==> src/rtl/isa_seq_pkg.sv <==
package isa_seq_pkg;
  localparam int BUS_W = 16;

  typedef enum logic [2:0] {
    ST_IDLE,
    ST_ADDR,
    ST_CMD,
    ST_WAIT,
    ST_END
  } seq_st_e;
endpackage

==> src/rtl/isa_wait_ctl.sv <==
module isa_wait_ctl #(
  parameter int CW    = 3,
  parameter int TMO_W = 8
) (
  input  logic             clk_i,
  input  logic             rst_ni,
  input  logic             load_i,
  input  logic [CW-1:0]    load_val_i,
  input  logic             active_i,
  input  logic             chrdy_i,
  input  logic             nows_ni,
  input  logic             nows_en_i,
  input  logic [TMO_W-1:0] tmo_lim_i,
  output logic             fin_o,
  output logic             tmo_o
);
  logic [CW-1:0]    wcnt_q;
  logic [TMO_W-1:0] tcnt_q;
  logic             hold;

  always_comb begin
    hold  = active_i & ~chrdy_i;
    tmo_o = hold & (tcnt_q == tmo_lim_i);
    // ready-hold wins over the no-wait-state request
    fin_o = active_i & (tmo_o |
            (~hold & ((nows_en_i & ~nows_ni) | (wcnt_q == CW'(1)))));
  end

  always_ff @(posedge clk_i or negedge rst_ni) begin
    if (!rst_ni) begin
      wcnt_q <= '0;
      tcnt_q <= '0;
    end else if (load_i) begin
      wcnt_q <= load_val_i;
      tcnt_q <= '0;
    end else if (active_i && !fin_o) begin
      if (hold) tcnt_q <= tcnt_q + TMO_W'(1);
      else      wcnt_q <= wcnt_q - CW'(1);
    end
  end
endmodule

==> src/rtl/isa_width_sel.sv <==
module isa_width_sel (
  input  logic clk_i,
  input  logic rst_ni,
  input  logic addr_ph_i,
  input  logic wide_i,
  input  logic mem_i,
  input  logic io16_ni,
  input  logic m16_ni,
  output logic claim_o
);
  logic m16_early_q;

  // first memory-width sample taken in the address clock
  always_ff @(posedge clk_i or negedge rst_ni) begin
    if (!rst_ni)        m16_early_q <= 1'b0;
    else if (addr_ph_i) m16_early_q <= ~m16_ni;
  end

  assign claim_o = wide_i & (mem_i ? (~m16_ni | m16_early_q) : ~io16_ni);
endmodule

==> src/rtl/isa_strobe_gen.sv <==
module isa_strobe_gen #(
  parameter int ADDR_W = 24,
  parameter int LOW_W  = 20
) (
  input  logic              cmd_act_i,
  input  logic              mem_i,
  input  logic              write_i,
  input  logic [ADDR_W-1:0] addr_i,
  output logic              iorc_no,
  output logic              iowc_no,
  output logic              mrdc_no,
  output logic              mwtc_no,
  output logic              smrdc_no,
  output logic              smwtc_no
);
  logic low_mb;

  generate
    if (ADDR_W > LOW_W) begin : g_dec
      assign low_mb = ~|addr_i[ADDR_W-1:LOW_W];
    end else begin : g_all
      assign low_mb = 1'b1;
    end
  endgenerate

  assign iorc_no  = ~(cmd_act_i & ~mem_i & ~write_i);
  assign iowc_no  = ~(cmd_act_i & ~mem_i &  write_i);
  assign mrdc_no  = ~(cmd_act_i &  mem_i & ~write_i);
  assign mwtc_no  = ~(cmd_act_i &  mem_i &  write_i);
  assign smrdc_no = mrdc_no | ~low_mb;
  assign smwtc_no = mwtc_no | ~low_mb;
endmodule

==> src/rtl/isa_cycle_seq.sv <==
module isa_cycle_seq
  import isa_seq_pkg::*;
#(
  parameter int ADDR_W    = 24,
  parameter int LOW_W     = 20,
  parameter int W8_WAITS  = 4,
  parameter int W16_WAITS = 1,
  parameter int TMO_W     = 8
) (
  input  logic              clk_i,
  input  logic              rst_ni,
  input  logic              req_valid_i,
  output logic              req_ready_o,
  input  logic [ADDR_W-1:0] req_addr_i,
  input  logic [BUS_W-1:0]  req_wdata_i,
  input  logic              req_write_i,
  input  logic              req_mem_i,
  input  logic              req_wide_i,
  input  logic [TMO_W-1:0]  tmo_lim_i,
  output logic              done_o,
  output logic [BUS_W-1:0]  rdata_o,
  output logic              tmo_err_o,
  output logic              bale_o,
  output logic [ADDR_W-1:0] sa_o,
  output logic              sbhe_no,
  output logic              iorc_no,
  output logic              iowc_no,
  output logic              mrdc_no,
  output logic              mwtc_no,
  output logic              smrdc_no,
  output logic              smwtc_no,
  output logic [BUS_W-1:0]  sd_o,
  output logic              sd_oe_o,
  input  logic [BUS_W-1:0]  sd_i,
  input  logic              chrdy_i,
  input  logic              nows_ni,
  input  logic              io16_ni,
  input  logic              m16_ni
);
  localparam int WMAX = (W8_WAITS > W16_WAITS) ? W8_WAITS : W16_WAITS;
  localparam int CW   = $clog2(WMAX + 1);
  localparam int HB   = BUS_W / 2;

  seq_st_e             st_q;
  logic [ADDR_W-1:0]   addr_q;
  logic [BUS_W-1:0]    wdata_q, rdata_q;
  logic                write_q, mem_q, wide_q;
  logic                hi_q, split_q, w16_q, err_q, done_q;
  logic                wide_now, claim, cmd_act, fin, tmo;
  logic [CW-1:0]       wait_val;

  assign wide_now = wide_q & ~hi_q;
  assign cmd_act  = (st_q == ST_CMD) | (st_q == ST_WAIT) | (st_q == ST_END);
  assign wait_val = (wide_now & claim) ? CW'(W16_WAITS) : CW'(W8_WAITS);

  isa_width_sel u_width (
    .clk_i    (clk_i),
    .rst_ni   (rst_ni),
    .addr_ph_i(st_q == ST_ADDR),
    .wide_i   (wide_now),
    .mem_i    (mem_q),
    .io16_ni  (io16_ni),
    .m16_ni   (m16_ni),
    .claim_o  (claim)
  );

  isa_wait_ctl #(.CW(CW), .TMO_W(TMO_W)) u_wait (
    .clk_i     (clk_i),
    .rst_ni    (rst_ni),
    .load_i    (st_q == ST_CMD),
    .load_val_i(wait_val),
    .active_i  (st_q == ST_WAIT),
    .chrdy_i   (chrdy_i),
    .nows_ni   (nows_ni),
    .nows_en_i (mem_q | ~w16_q),
    .tmo_lim_i (tmo_lim_i),
    .fin_o     (fin),
    .tmo_o     (tmo)
  );

  isa_strobe_gen #(.ADDR_W(ADDR_W), .LOW_W(LOW_W)) u_strb (
    .cmd_act_i(cmd_act),
    .mem_i    (mem_q),
    .write_i  (write_q),
    .addr_i   (sa_o),
    .iorc_no  (iorc_no),
    .iowc_no  (iowc_no),
    .mrdc_no  (mrdc_no),
    .mwtc_no  (mwtc_no),
    .smrdc_no (smrdc_no),
    .smwtc_no (smwtc_no)
  );

  always_ff @(posedge clk_i or negedge rst_ni) begin
    if (!rst_ni) begin
      st_q    <= ST_IDLE;
      addr_q  <= '0;
      wdata_q <= '0;
      rdata_q <= '0;
      write_q <= 1'b0;
      mem_q   <= 1'b0;
      wide_q  <= 1'b0;
      hi_q    <= 1'b0;
      split_q <= 1'b0;
      w16_q   <= 1'b0;
      err_q   <= 1'b0;
      done_q  <= 1'b0;
    end else begin
      done_q <= 1'b0;
      unique case (st_q)
        ST_IDLE: if (req_valid_i) begin
          addr_q  <= req_addr_i;
          wdata_q <= req_wdata_i;
          write_q <= req_write_i;
          mem_q   <= req_mem_i;
          wide_q  <= req_wide_i;
          hi_q    <= 1'b0;
          split_q <= 1'b0;
          w16_q   <= 1'b0;
          err_q   <= 1'b0;
          rdata_q <= '0;
          st_q    <= ST_ADDR;
        end
        ST_ADDR: st_q <= ST_CMD;
        ST_CMD: begin
          w16_q   <= wide_now & claim;
          split_q <= wide_now & ~claim;
          st_q    <= ST_WAIT;
        end
        ST_WAIT: if (fin) begin
          st_q <= ST_END;
          if (tmo) err_q <= 1'b1;
        end
        ST_END: begin
          if (w16_q)     rdata_q         <= sd_i;
          else if (hi_q) rdata_q[BUS_W-1:HB] <= sd_i[HB-1:0];
          else           rdata_q[HB-1:0] <= sd_i[HB-1:0];
          if (split_q && !hi_q) begin
            hi_q <= 1'b1;
            st_q <= ST_ADDR;
          end else begin
            st_q   <= ST_IDLE;
            done_q <= 1'b1;
          end
        end
        default: st_q <= ST_IDLE;
      endcase
    end
  end

  assign req_ready_o = (st_q == ST_IDLE);
  assign bale_o      = (st_q == ST_ADDR);
  assign sa_o        = {addr_q[ADDR_W-1:1], addr_q[0] | hi_q};
  assign sbhe_no     = ~((st_q != ST_IDLE) & wide_now);
  assign sd_oe_o     = cmd_act & write_q;
  assign sd_o        = hi_q ? {wdata_q[BUS_W-1:HB], wdata_q[BUS_W-1:HB]} : wdata_q;
  assign done_o      = done_q;
  assign rdata_o     = rdata_q;
  assign tmo_err_o   = done_q & err_q;
endmodule

==> config.mk <==
export PLATFORM = sky130hd
export DESIGN_NAME = isa_cycle_seq
export DESIGN_NICKNAME = d
export VERILOG_FILES = /design/src/rtl/isa_seq_pkg.sv /design/src/rtl/isa_wait_ctl.sv /design/src/rtl/isa_width_sel.sv /design/src/rtl/isa_strobe_gen.sv /design/src/rtl/isa_cycle_seq.sv
export SDC_FILE = /design/constraint.sdc
export NUM_CORES = 1
export LEC_CHECK = 0
export ABC_AREA = 1
export BUFFER_PORTS_ARGS = -buffer_cell sky130_fd_sc_hd__buf_2
export CAP_MARGIN = 20
export CORE_MARGIN = 4
export CORE_UTILIZATION = 54
export DETAILED_ROUTE_END_ITERATION = 10
export GPL_ROUTABILITY_DRIVEN = 0
export GPL_TIMING_DRIVEN = 1
export PLACE_DENSITY = 0.92
export SETUP_SLACK_MARGIN = 0.4
export SYNTH_ARGS = -nofsm -noshare
export SYNTH_HDL_FRONTEND = slang
export SYNTH_SLANG_ARGS = --single-unit
==> constraint.sdc <==
create_clock -name clk_i -period 2.35 [get_ports clk_i]
set_input_delay 0.47 -clock clk_i [delete_from_list [all_inputs] [get_ports clk_i]]
set_output_delay 0.47 -clock clk_i [all_outputs]
set_load 0.05 [all_outputs]
Word-level counts from Yosys, hierarchy flattened
Index checks and enable logic that the tools add are counted.

$add $sub $neg: 2. Multipliers: 0. Div/mod/pow operators: 0. Order comparisons: 0. Eq/ne operators: 13. Shifts and indexed selects: 0. Mux-type cells: 28. Bitwise gates (word level): 42. Reductions and logical operators: 21.

Operator list (count): two-way mux 8 bit (6); two-way mux 16 bit (2); case mux 16 bit (2 select lines) (1); AND 1 bit (18); two-way mux 3 bit (6); NOT 1 bit (15); case mux 3 bit (5 select lines) (1); AND reduction 2 bit (5); nonzero test 2 bit (5); OR 1 bit (9); AND reduction 3 bit (3); adder 8 x 1 -> 8 bit (second input constant) (1); equality test 8 bit (1); two-way mux 1 bit (8); case mux 1 bit (2 select lines) (4); equality test 3 x 1 -> 1 bit (second input constant) (2); equality test 3 x 2 -> 1 bit (second input constant) (2); inequality test 2 bit (second input constant) (3); inequality test 3 bit (second input constant) (2); inequality test 2 x 1 -> 1 bit (second input constant) (2); AND reduction 4 bit (1); OR reduction 4 bit (1); equality test 3 bit (second input constant) (1); logical NOT 3 bit (1); other kinds (4) (6).

Register bits after elaboration: 79. Bits in latches: 0. Bits in writable memories: 0. ROM bits: 0. Input bits: 74. Output and inout bits: 68. Word-level logic and storage cells: 122. Memories: 0.

Longest topological paths before layout
Gate-level depths: netlist of the first run.

Depth in word-level cells: 11. Gate-level depth with buffers: 11. Depth with buffers taken out: 11.

By module
Synthesis of the first run repeated with hierarchy kept, for this count alone.

Cells, all modules: 595. Area, all modules: 4367.9 µm².

Modules (own cells, without submodules): isa_cycle_seq (instances 1, cells each 417, area each 3251.9 µm², sequential area each 1676.6 µm²); isa_wait_ctl (instances 1, cells each 156, area each 1006.0 µm², sequential area each 275.3 µm²); isa_width_sel (instances 1, cells each 9, area each 56.3 µm², sequential area each 25.0 µm²); isa_strobe_gen (instances 1, cells each 13, area each 53.8 µm², sequential area each 0.0 µm²).

Worst setup path after synthesis of the first run
OpenSTA, ideal clock, no wires.

Kind: reg2out. Start point: register st_q[0]. End point: output smwtc_no. Arrival time: 1.997 ns. Data required time: 1.880 ns. Path slack: -0.117 ns. Cell stages (with the launch flop): 8. Path buffers: 1. Cells stage by stage: dfrtp_1 > nor2_2 > inv_2 > nor2_2 > buf_4 > a21oi_1 > nor2_2 > nand3_1.

Longest elaborated chain between the ends: 7. Elaborated cells on any way between the ends: 9. Classes of those cells: eq/ne: 3; bitwise: 6.

RTL lines: from (decl) (line isa_cycle_seq.sv:44) `seq_st_e st_q;`; from (signal assigned) (line isa_cycle_seq.sv:96) `st_q <= ST_IDLE;`; from (signal assigned) (line isa_cycle_seq.sv:122) `st_q <= ST_ADDR;`; from (signal assigned) (line isa_cycle_seq.sv:124) `ST_ADDR: st_q <= ST_CMD;`; equality test 3 x 2 -> 1 bit (line isa_cycle_seq.sv:53) `assign cmd_act = (st_q == ST_CMD) | (st_q == ST_WAIT) | (st_q == ST_END);`; OR 1 bit (line isa_cycle_seq.sv:53); OR 1 bit (*) (line isa_cycle_seq.sv:53); AND 1 bit (*) (2 in a row) (line isa_strobe_gen.sv:29) `assign mwtc_no = ~(cmd_act_i & mem_i & write_i);`; NOT 1 bit (*) (line isa_strobe_gen.sv:29); OR 1 bit (*) (line isa_strobe_gen.sv:31) `assign smwtc_no = mwtc_no | ~low_mb;`; to (decl) (line isa_cycle_seq.sv:31) `output logic smwtc_no,`.

Mark *: on every way between the ends. The rest lies on a longest branch, timed or not.

Final worst setup path of the first run
Same ends and word-level chain as after synthesis.

==> flow_metrics.tcl, run 1 <==
set metrics [dict create \
    status "finished, final reports clean" \
    synth_edf_count 0 \
    hold-worst-slack_ns 0.0186 \
    synth.cells.most_frequent "206 x nand2_1, 79 x dfrtp_1, 44 x nand3_1, 36 x buf_4, 29 x inv_1" \
    fin_skew_ns 0.00310 \
    hpwl_mm 7.60 \
    cts_tree "built" \
    crit_chain "nor2_4 > inv_2 > nor2_4 > a21oi_4 > nor2_4 > nand3_4 > buf_8" \
    hold_violations 0 \
    grt_overflow 0 \
    core_area_mm2 0.00725 \
    grt_pass1_wl_mm 16.8 \
    rr_endpoint "write_q$_DFFE_PN0P_" \
    crit_top_cell "nor2_4" \
    synth_fp_nets 573 \
    rows 31 \
    clockBufferDepth 2 \
    cts-root-buf "clkbuf_8" \
    wl_mm 10.4 \
    grt_max_degree 42 \
    post-route-drc-count 0 \
    drtAntennaViolNets 0 \
    avgSynthCellArea_um2 8.09 \
    start_util_pct 55.3 \
    detail_route.iter0.violations 148 \
    die_w_um 94.2 \
    total_leakage_power_nw 2.86 \
    ys_warn_count 0 \
    crit_family "simple AND/OR/NAND/NOR gates" \
    slew-limit-headroom_pct 71.8 \
    slew_viol_final 0 \
    gr-usage-all-layers_pct 24.2 \
    drv_cap 0 \
    finalCritPeriodShare_pct 88.2 \
    cts_buffers 9 \
    synth.most_common_cell "nand2_1" \
    final_cells 721 \
    die-area_mm2 0.00887 \
    yosys-top-cells-area "dfrtp_1 49%, nand2_1 19%, buf_4 6.7%, nand3_1 5.5%, inv_1 2.7%" \
    worstSkewPairLatency_ns 0.34 \
    grt_pass1_vias 3608 \
    r2r_start "st_q[0]$_DFFE_PN0P_" \
    yosys.area.top_type "dfrtp_1" \
    io_buffer_count 141 \
    ctsHoldBuffers 0 \
    setup_viol 0 \
    power.density_mw_per_mm2 1530 \
    final.min_clock_period_ns 2.07 \
    nets 695 \
    arrival_ns 1.60 \
    path_class "reg -> out" \
    placed_cells 695 \
    antenna_cells 0 \
    synth_cell_types 33 \
    netlist.area_leader.share_pct 49.3 \
    vdd_drop_max_mv 0.911 \
    cp_slowest_stage_delay_ns 0.44 \
    wl_per_cell_um 14.4 \
    via_count 3690 \
    fin_tns_setup_ns 0 \
    path_clk_slew_ns 0.08 \
    holdCritPathClass "in -> async" \
    async_reset_ff_share_pct 100 \
    yosys_most_used_dff "dfrtp_1" \
    antenna_found_initial 0 \
    synth.cell_area_mm2 0.00401 \
    fmax_mhz 483 \
    startpoint_type "flop" \
    cts.sinks 79 \
    htreeDepth 3 \
    chipHeight_um 94.2 \
    required_ns 1.88 \
    postSynthCellCount 496 \
    worstSetupEndpointType "output pin" \
    regToRegSetupSlack_ns 0.43 \
    layout-drive-gt1-share_pct 34.9 \
    dr.pass1.iters 4 \
    area_growth_pct 25.1 \
    ys_ff_latch 79 \
    cpMaxStageDelayCell "dfrtp_2" \
    synth_seq_area_share_pct 49.3 \
    ios 142 \
    grt_setup_unrepaired "yes" \
    timing.critical_path.buf_inv 2 \
    worstPathMaxFanout 4 \
    ff2ff_path_depth 8 \
    worst_slew_pin_slew_ns 0.422 \
    post_drt_via_cell_ratio 5.12 \
]
sequential cells by signal, indices dropped and copies added (netlist names):
register	flops
done_o	1
err_q	1
wdata_q	16
mem_q	1
rdata_o	16
wide_q	1
addr_q	24
st_q	3
w16_q	1
write_q	1
u_wait.wcnt_q	3
u_wait.tcnt_q	8
split_q	1
hi_q	1
u_width.m16_early_q	1
power breakdown:
| part | switching (mW) | internal [mW] | total, mW |
|---|---|---|---|
| Combinational | 3.20 | 1.19 | 4.39 |
| Clock | 0.467 | 0.538 | 1.01 |
| Sequential | 0.390 | 1.87 | 2.26 |
| Total | 4.06 | 3.60 | 7.66 |
how the worst max path moves through the flow:
stage / start / end / slack (ns) / depth (start not counted)
floorplan: st_q[1]$_DFFE_PN0P_ / bale_o / 0.28 / 1
global placement: st_q[1]$_DFFE_PN0P_ / sd_oe_o / 0.51 / 6
detailed placement: st_q[1]$_DFFE_PN0P_ / sd_oe_o / 0.46 / 6
CTS: st_q[0]$_DFFE_PN0P_ / smwtc_no / 0.26 / 7
global route: st_q[0]$_DFFE_PN0P_ / iowc_no / 0.23 / 7
finish: st_q[0]$_DFFE_PN0P_ / smwtc_no / 0.28 / 7
worst reg2reg max path: stages (launching register included):
cell     delay [ns]
dfrtp_2        0.44
nor2_4         0.13
inv_2          0.06
buf_4          0.14
nor2_4         0.17
nand2_4        0.26
inv_2          0.27
buf_12         0.22
o21ai_0        0.12
repair_timing:
| action | in CTS | in global routing |
|---|---|---|
| gates resized for setup | 22 | 10 |
| setup endpoints to repair | 17 | 10 |
| buffers inserted | 6 | 5 |
| gates cloned | 0 | 0 |
| pin swaps | 3 | 3 |
cell type report:
type | count | area, um^2
Inverter | 33 | 130
Fill cell | 611 | 2230
Multi-Input combinational cell | 334 | 1640
Tap cell | 99 | 124
Clock inverter | 4 | 45.0
Sequential cell | 79 | 1980
Clock buffer | 11 | 151
Timing Repair Buffer | 161 | 946
cell usage in the layout, fill, tap and decap left out, types with 3 or more instances in the layout:
cell         n
buf_4       21
nand3_1     43
dfrtp_1     75
or2_2        9
nor2_4       5
o21ai_2      3
o21ai_0      8
o21ai_1      4
ha_1         3
xnor2_1      5
inv_1       26
clkinv_2     3
nand2_4      3
xor2_1       5
nand2_1    203
nand2_2      3
a21oi_1      5
nand3_2      4
inv_2        5
o2111ai_1    8
nor2_1      12
buf_6        6
buf_2      130
dfrtp_2      4
clkbuf_8    11
routing by layer:
| metal | routed length (um) | vias to the layer above | global-route usage [%] | share of wire (%) |
|---|---|---|---|---|
| met5 | 0 | - | 0 | 0 |
| met3 | 856 | 26 | 6.57 | 8.3 |
| met1 | 4110 | 1720 | 30.5 | 40 |
| li1 | - | 1780 | - | - |
| met2 | 5150 | 164 | 39.7 | 50 |
| met4 | 232 | 0 | 9.39 | 2.2 |
cell families (layout without fill, tap and decap cells):
group	after synthesis	after routing	share of synthesized area (%)
DFF	79	79	49.3
and+or+nand+nor	288	288	30.7
adders and majority gates	3	3	0.936
xor gates and xnor gates	10	10	2.18
buffers and inverters	83	209	11.6
AOI/OAI and AO/OA	33	33	5.40
through the flow:
stage	total power [mW]	util [%]	instance area [um^2]	setup slack, ns
floorplan	5.71	-	4070	0.284
global placement	6.27	64.1	4650	0.514
detailed placement	6.39	64.1	4650	0.458
CTS	7.57	68.4	4960	0.265
global route	8.13	69.2	5020	0.229
finish	7.66	69.2	5020	0.278
No activity file was read; power rests on OpenSTA's default activity.
==> inputs of run 2 (changes only) <==
--- a/config.mk
+++ b/config.mk
@@ -15,4 +15,5 @@
 export GPL_TIMING_DRIVEN = 1
 export PLACE_DENSITY = 0.92
+export REMOVE_ABC_BUFFERS = 1
 export SETUP_SLACK_MARGIN = 0.4
 export SYNTH_ARGS = -nofsm -noshare
==> constraint.sdc (replaced) <==
create_clock -name clk_i -period 2.35 [get_ports clk_i]
set_input_delay 0.235 -clock clk_i [delete_from_list [all_inputs] [get_ports clk_i]]
set_output_delay 0.235 -clock clk_i [all_outputs]
set_load 0.05 [all_outputs]
==> run 2 against run 1 <==
Clock skew grew 0.0075 ns. Via count shrank 2.4%. Sequential share of layout area grew 1.7 points. Clock power shrank 4%. Critical endpoint unchanged. Largest power group unchanged. Highest routed layer unchanged.
==> flow_metrics.tcl, run 2 (synthesized netlist as in run 1, its figures left out) <==
set metrics [dict create \
    status "finished, final reports clean" \
    stdcell_area_mm2 0.00481 \
    grt.busiest_layer "met2" \
    crit_start "st_q[1]$_DFFE_PN0P_" \
    post-route-drc-count 0 \
    setup_viol 0 \
    p_sw_share_pct 54.1 \
    grt_pass1_wl_mm 16.0 \
    die_w_um 94.2 \
    fin_tns_setup_ns 0 \
    io_buffer_count 141 \
    nFillCells 616 \
    crit_chain "nor2_4 > inv_2 > nor2_4 > a21oi_2 > nor2_2 > nand3_1 > buf_6" \
    wl_per_cell_um 14.0 \
    cts-root-buf "clkbuf_8" \
    wl_mm 9.92 \
    dr.pass1.iters 4 \
    clockPowerShare_pct 13.2 \
    cp_slowest_stage_delay_ns 0.46 \
    place_ws_ns 0.574 \
    cts.sinks 79 \
    crit_top_cell "nor2_4" \
    combPwrFrac_pct 56.1 \
    fin_skew_ns 0.0106 \
    power_switching_mw 3.96 \
    hold-worst-slack_ns 0.0174 \
    startpoint_type "flop" \
    worst_slew_pin_slew_ns 0.990 \
    seqPwrFrac_pct 30.7 \
    multiInputGateArea_mm2 0.00159 \
    r2r_start "st_q[0]$_DFFE_PN0P_" \
    power_mw 7.31 \
    regMostFlops "addr_q" \
    required_ns 2.12 \
    total_leakage_power_nw 2.76 \
    nets 684 \
    seqCellArea_mm2 0.00198 \
    cpMaxStageDelayCell "dfrtp_2" \
    path_clk_slew_ns 0.07 \
    start_util_pct 55.3 \
    power.density_mw_per_mm2 1520 \
    finalCritPeriodShare_pct 82.9 \
    cts_buffers 9 \
    detail_route.iter0.violations 125 \
    holdCritPathClass "in -> async" \
    slew_viol_final 0 \
    placed_cells 690 \
    ff2ff_path_depth 8 \
    cts_tree "built" \
    crit_end "smwtc_no" \
    gr-usage-all-layers_pct 23.0 \
    grt_overflow 0 \
    fmax_mhz 513 \
    grt_pass1_vias 3442 \
    rr_endpoint "u_wait.wcnt_q[0]$_DFFE_PN0P_" \
    ios 142 \
    worstSetupEndpointType "output pin" \
    chipHeight_um 94.2 \
    htreeDepth 3 \
    worstSkewPairLatency_ns 0.34 \
    final_core_util_pct 66.3 \
    die-area_mm2 0.00887 \
    final.min_clock_period_ns 1.95 \
    area_growth_pct 19.9 \
    core_area_mm2 0.00725 \
    rows 31 \
    clockBufferDepth 2 \
    p_int_mw 3.36 \
    use_met2_pct 38.9 \
    grt_max_degree 80 \
    drv_cap 0 \
    mostFrequentLayoutCells "206 x nand2_1, 135 x buf_2, 77 x dfrtp_1" \
    hpwl_mm 7.04 \
    ctsHoldBuffers 0 \
    regToRegSetupSlack_ns 0.48 \
    post_drt_via_cell_ratio 5.07 \
    layout_commonest_cell "nand2_1" \
    grtUsageMet1_pct 28.5 \
    grt_setup_unrepaired "yes" \
    path_class "reg -> out" \
    layout-drive-gt1-share_pct 32.2 \
    antenna_cells 0 \
    via_count 3600 \
    fin_ws_ns 0.401 \
    arrival_ns 1.71 \
    worstPathMaxFanout 5 \
    grt_use_met3_pct 5.85 \
    drtAntennaViolNets 0 \
    hold_violations 0 \
    antenna_found_initial 0 \
    vdd_drop_max_mv 1.00 \
    dpl-instance-area_mm2 0.00455 \
    largest_reg_flops 24 \
    slew-limit-headroom_pct 34.0 \
    final_cells 710 \
]
[run 2: final cells by class]
class                           count  area share [%]
Clock inverter                      6            1.30
Timing Repair Buffer              150            16.8
Multi-Input combinational cell    334            33.0
Sequential cell                    79            41.1
Clock buffer                        9            2.57
Inverter                           33            2.65
Tap cell                           99            2.57
[run 2: worst max-delay path: cells and delay by family, from the launching register on]
kind,cells,cell delay [ns]
flip-flops,1,0.46
AND/OR/NAND/NOR,4,0.58
buffers and inverters,2,0.26
AO/OA/AOI/OAI,1,0.07
[run 2: power groups by stage]
stage | registers, mW | logic (mW) | clock network, mW
finish | 2.24 | 4.10 | 0.969
detailed placement | 2.24 | 3.99 | 0
global placement | 2.21 | 3.88 | 0
CTS | 2.24 | 4.00 | 0.988
floorplan | 3.30 | 1.86 | 0
global route | 2.31 | 4.42 | 1.07
[run 2: how the worst min path moves through the flow]
stage / startpoint / cells past startpoint / slack (ns) / to
floorplan: rst_ni / 0 / -0.06 / addr_q[0]$_DFFE_PN0P_
global placement: req_addr_i[14] / 3 / 0.43 / addr_q[14]$_DFFE_PN0P_
detailed placement: req_wide_i / 3 / 0.43 / wide_q$_DFFE_PN0P_
CTS: req_addr_i[5] / 3 / 0.06 / addr_q[5]$_DFFE_PN0P_
global route: req_wdata_i[15] / 3 / 0.06 / wdata_q[15]$_DFFE_PN0P_
finish: rst_ni / 1 / 0.02 / u_wait.tcnt_q[5]$_DFFE_PN0P_
[run 2: timing repair]
action | CTS | global route
setup endpoints to repair | 7 | 17
endpoints found under the hold margin | 0 | 0
gates resized for setup | 2 | 14
pin swaps | 0 | 2
buffers inserted | 0 | 5
[run 2: per-layer routing]
metal / part of all wire, % / routed length [um]
met2: 49 / 4900
met1: 42 / 4160
met4: 1.4 / 142
met5: 0 / 0
met3: 7.3 / 720
